### config.mk
export PLATFORM = sky130hd
export DESIGN_NAME = bin2bcd_conv
export DESIGN_NICKNAME = d
export VERILOG_FILES = /design/src/rtl/bcd_conv_pkg.sv /design/src/rtl/bcd_digit_cell.sv /design/src/rtl/bcd_shift_array.sv /design/src/rtl/bcd_step_ctrl.sv /design/src/rtl/bin2bcd_conv.sv
export SDC_FILE = /design/constraint.sdc
export NUM_CORES = 1
export LEC_CHECK = 0
export ABC_AREA = 1
export BUFFER_PORTS_ARGS = -buffer_cell sky130_fd_sc_hd__buf_2
export CORE_ASPECT_RATIO = 0.5
export CORE_MARGIN = 3
export CORE_UTILIZATION = 50
export CTS_CLUSTER_DIAMETER = 50
export DETAILED_ROUTE_END_ITERATION = 10
export PLACE_DENSITY = 0.72
export SYNTH_ARGS = -nofsm -noshare
export SYNTH_HDL_FRONTEND = slang
export SYNTH_HIERARCHICAL = 1
export SYNTH_SLANG_ARGS = --single-unit
### constraint.sdc
create_clock -name clk -period 2.3 [get_ports clk]
set_clock_uncertainty 0.2 [all_clocks]
set_input_delay 0.46 -clock clk [delete_from_list [all_inputs] [get_ports clk]]
set_output_delay 0.46 -clock clk [all_outputs]
set_load 0.03 [all_outputs]
### src/rtl/bcd_conv_pkg.sv
package bcd_conv_pkg;

   typedef enum logic {
      ADJ_PRE  = 1'b0,
      ADJ_POST = 1'b1
   } adj_mode_e;

   // Decimal digits needed for an unsigned word: ceil(w * log10(2)).
   function automatic int digits_for(input int w);
      return (w * 30103 + 99999) / 100000;
   endfunction

endpackage

### src/rtl/bcd_digit_cell.sv
module bcd_digit_cell #(
   parameter bcd_conv_pkg::adj_mode_e MODE = bcd_conv_pkg::ADJ_PRE
) (
   input  logic [3:0] d_in,
   input  logic       c_in,
   output logic [3:0] d_out,
   output logic       c_out
);

   generate
      if (MODE == bcd_conv_pkg::ADJ_PRE) begin : g_pre
         // Correct first, then double: 5..9 become 8..12 so the shift carries out.
         logic [3:0] fixed;
         assign fixed = (d_in >= 4'd5) ? d_in + 4'd3 : d_in;
         assign d_out = {fixed[2:0], c_in};
         assign c_out = fixed[3];
      end else begin : g_post
         // Double first (may reach 19), then add 6 past nine; bit 4 is the carry.
         logic [4:0] dbl;
         logic [4:0] fixed;
         assign dbl   = {d_in, c_in};
         assign fixed = (dbl >= 5'd10) ? dbl + 5'd6 : dbl;
         assign d_out = fixed[3:0];
         assign c_out = fixed[4];
      end
   endgenerate

endmodule

### src/rtl/bcd_shift_array.sv
module bcd_shift_array #(
   parameter int                      DIGITS = 5,
   parameter bcd_conv_pkg::adj_mode_e MODE   = bcd_conv_pkg::ADJ_PRE,
   localparam int                     BW     = 4 * DIGITS
) (
   input  logic [BW-1:0] bcd_q,
   input  logic          bit_in,
   output logic [BW-1:0] bcd_d,
   output logic          spill
);

   logic [DIGITS:0] carry;

   assign carry[0] = bit_in;

   generate
      for (genvar i = 0; i < DIGITS; i++) begin : g_digit
         bcd_digit_cell #(.MODE(MODE)) u_cell (
            .d_in  (bcd_q[4*i +: 4]),
            .c_in  (carry[i]),
            .d_out (bcd_d[4*i +: 4]),
            .c_out (carry[i+1])
         );
      end
   endgenerate

   assign spill = carry[DIGITS];

endmodule

### src/rtl/bcd_step_ctrl.sv
module bcd_step_ctrl #(
   parameter int  WIDTH = 16,
   localparam int CW    = $clog2(WIDTH + 1)
) (
   input  logic clk,
   input  logic rst_n,
   input  logic start,
   output logic load,
   output logic step,
   output logic busy,
   output logic done
);

   logic [CW-1:0] cnt_q;
   logic          last;

   assign load = start && !busy;
   assign step = busy;
   assign last = (cnt_q == CW'(WIDTH - 1));

   always_ff @(posedge clk) begin
      if (!rst_n) begin
         busy  <= 1'b0;
         done  <= 1'b0;
         cnt_q <= '0;
      end else begin
         done <= step && last;
         if (load) begin
            busy  <= 1'b1;
            cnt_q <= '0;
         end else if (step) begin
            cnt_q <= cnt_q + 1'b1;
            if (last) begin
               busy <= 1'b0;
            end
         end
      end
   end

endmodule

### src/rtl/bin2bcd_conv.sv
module bin2bcd_conv #(
   parameter int                      WIDTH  = 16,
   parameter bcd_conv_pkg::adj_mode_e MODE   = bcd_conv_pkg::ADJ_PRE,
   localparam int                     DIGITS = bcd_conv_pkg::digits_for(WIDTH),
   localparam int                     BW     = 4 * DIGITS
) (
   input  logic             clk,
   input  logic             rst_n,
   input  logic             start,
   input  logic [WIDTH-1:0] bin_in,
   output logic             busy,
   output logic             done,
   output logic [BW-1:0]    bcd_out
);

   initial begin
      assert (WIDTH >= 2 && WIDTH <= 64)
         else $error("bin2bcd_conv: WIDTH must lie in 2..64");
      assert (DIGITS >= 1)
         else $error("bin2bcd_conv: digit count must be positive");
   end

   logic             load;
   logic             step;
   logic [WIDTH-1:0] bin_q;
   logic [BW-1:0]    bcd_q;
   logic [BW-1:0]    bcd_d;
   logic             spill;

   bcd_step_ctrl #(.WIDTH(WIDTH)) u_ctrl (
      .clk   (clk),
      .rst_n (rst_n),
      .start (start),
      .load  (load),
      .step  (step),
      .busy  (busy),
      .done  (done)
   );

   bcd_shift_array #(.DIGITS(DIGITS), .MODE(MODE)) u_array (
      .bcd_q  (bcd_q),
      .bit_in (bin_q[WIDTH-1]),
      .bcd_d  (bcd_d),
      .spill  (spill)
   );

   always_ff @(posedge clk) begin
      if (!rst_n) begin
         bin_q <= '0;
         bcd_q <= '0;
      end else if (load) begin
         bin_q <= bin_in;
         bcd_q <= '0;
      end else if (step) begin
         bin_q <= {bin_q[WIDTH-2:0], 1'b0};
         bcd_q <= bcd_d;
      end
   end

   assign bcd_out = bcd_q;

endmodule

==> metrics <==
mapped cell area=2640 um^2; worst hold path startpoint=bin_in[0]; period utilisation layout=between 80% and 90%; Worst Max-Slew Pin Slew=around 570 ps; worst-path maximum fanout=29; Mapped Avg Cell Area=a little under 7 um^2; Core Rows=17; P_leak=1.27 nW; postcts setup bufs=0; final setup margin=421 ps; cts bufs inserted=5; Pwr Density=536 nW/um^2; final core occ=61.6%; most common cell after layout, fill and taps aside=nand2_1; Iter 0 DRT Violations=101; initial antenna violation count=0; crit path kind=reg -> out; final-report hold violation count=0; Setup TNS Final=0 ps; HPWL after DPL=around 3.6 mm; Syn Nets=410; fmax=532 MHz; DP Worst Slack=542 ps; # IOs=between 40 and 50; DRC violations left=0; pin count of the biggest net entering global routing=35; Clock Latency Late Sink=290 ps; share of layout cells above drive strength 1=26.5%; Final Max Slew Viols=0; minimum clock period=1880 ps; WP data required=1640 ps; Post-CTS Resized=0; area of the multi-input gates=1420 um^2; first-pass GRT wire length=9.02 mm; setup violators final=0; # Max-Cap Violations=0; status=finished clean; core box area=4720 um^2; number of global-route vias before repair=2097; gr ovfl total=0; Area Growth Syn to Fin=10.3%; R2R setup slack=roughly 610 ps; Initial Util=55.8%; post-DR vias/cell=roughly 4.7; worst rel slew slack=61.7%; clk sinks=43; Worst R2R Start=u_ctrl/cnt_q[1]; IO buf count=40; TritonCTS clock tree=built; path depth of the worst reg2reg path=6; Seq. cell area=861 um^2; # diodes=0; GPL Wtd Cong=~0.85; die height=between 50 and 60 um; worst hold path depth=3; clk buf depth=2; Ys Warns=6; ANT nets after route=0; NumNets Final=441; crit path capture type=output port; r2r endpoint=u_ctrl/cnt_q[4]; wirelength, routed=a little over 5 mm; Tot GR Track Use=17.5%; Worst Hold Path EP=bin_q[0]; DR vias=between 2000 and 2500; RSZ-0062 raised after global routing=false; die area=6230 um^2; hold_buf cts=0; die width=109 um; # H-tree levels=2; cell count after synthesis=379; fill cell count=426; DRT Pass-1 Iters=4; Worst setup SP type=flip-flop; Hold WS=227 ps; CTS Root Cell=clkbuf_8; Worst EP arrival=1220 ps; HP Class=in -> reg; commonest cells after routing, fill and taps aside=nand2_1, inv_1, dfxtp_1; clock transition at the registers of the reported paths=around 80 ps; Max VDD drop=roughly 0.3 mV; per-cell routed wire length=about 11 um
where the power goes:
part / total, mW / internal, mW / switching (mW) / leakage, nW
logic: 0.235 / 0.0765 / 0.159 / 0.864
clock network: 0.514 / 0.274 / 0.240 / 0.0515
registers: 0.808 / 0.785 / 0.0228 / 0.351
total: 1.56 / 1.14 / 0.422 / 1.27
routing by layer:
metal / GRT usage, % / vias to the layer above / wire length (um)
met3: 4.41 / 2 / 160
met1: 21.5 / 1011 / 2460
met4: 3.24 / 0 / 29
met2: 31.6 / 25 / 2450
li1: - / 1216 / -
met5: 0 / - / 0
registers in the layout, summed over array words and instances, names as in the netlist:
| name | count |
|---|---|
| u_ctrl/busy | 1 |
| bin_q | 16 |
| bcd_out | 20 |
| u_ctrl/done | 1 |
| u_ctrl/cnt_q | 5 |
how the worst max path moves through the flow:
stage	from	cells past startpoint	endpoint
2_1_floorplan	bcd_out[0]	8	bcd_out[4]
3_3_place_gp	start	8	bin_q[12]
3_5_place_dp	start	8	bin_q[14]
4_1_cts	u_ctrl/busy	2	busy
5_1_grt	u_ctrl/busy	2	busy
6_report	u_ctrl/busy	2	busy
area by class of cell:
cell class | instances | share of cell area, %
clock buffers | 8 | 3.44
flip-flops and latches | 43 | 29.6
inverters | 58 | 7.49
repair buffers | 43 | 7.66
multi-input cells | 259 | 48.9
well taps | 66 | 2.84
per-stage QoR:
stage | area (um^2) | instances | total power, mW
floorplan | 2640 | 379 | 1.02
global placement | 2810 | 469 | 1.06
detailed placement | 2810 | 469 | 1.06
CTS | 2910 | 477 | 1.58
global route | 2910 | 477 | 1.65
finish | 2910 | 477 | 1.56
critical path: stages, from the launching register on:
cell and delay (ps):
dfxtp_1 340, buf_4 320, buf_2 270
No activity file was read; power rests on OpenSTA's default activity.
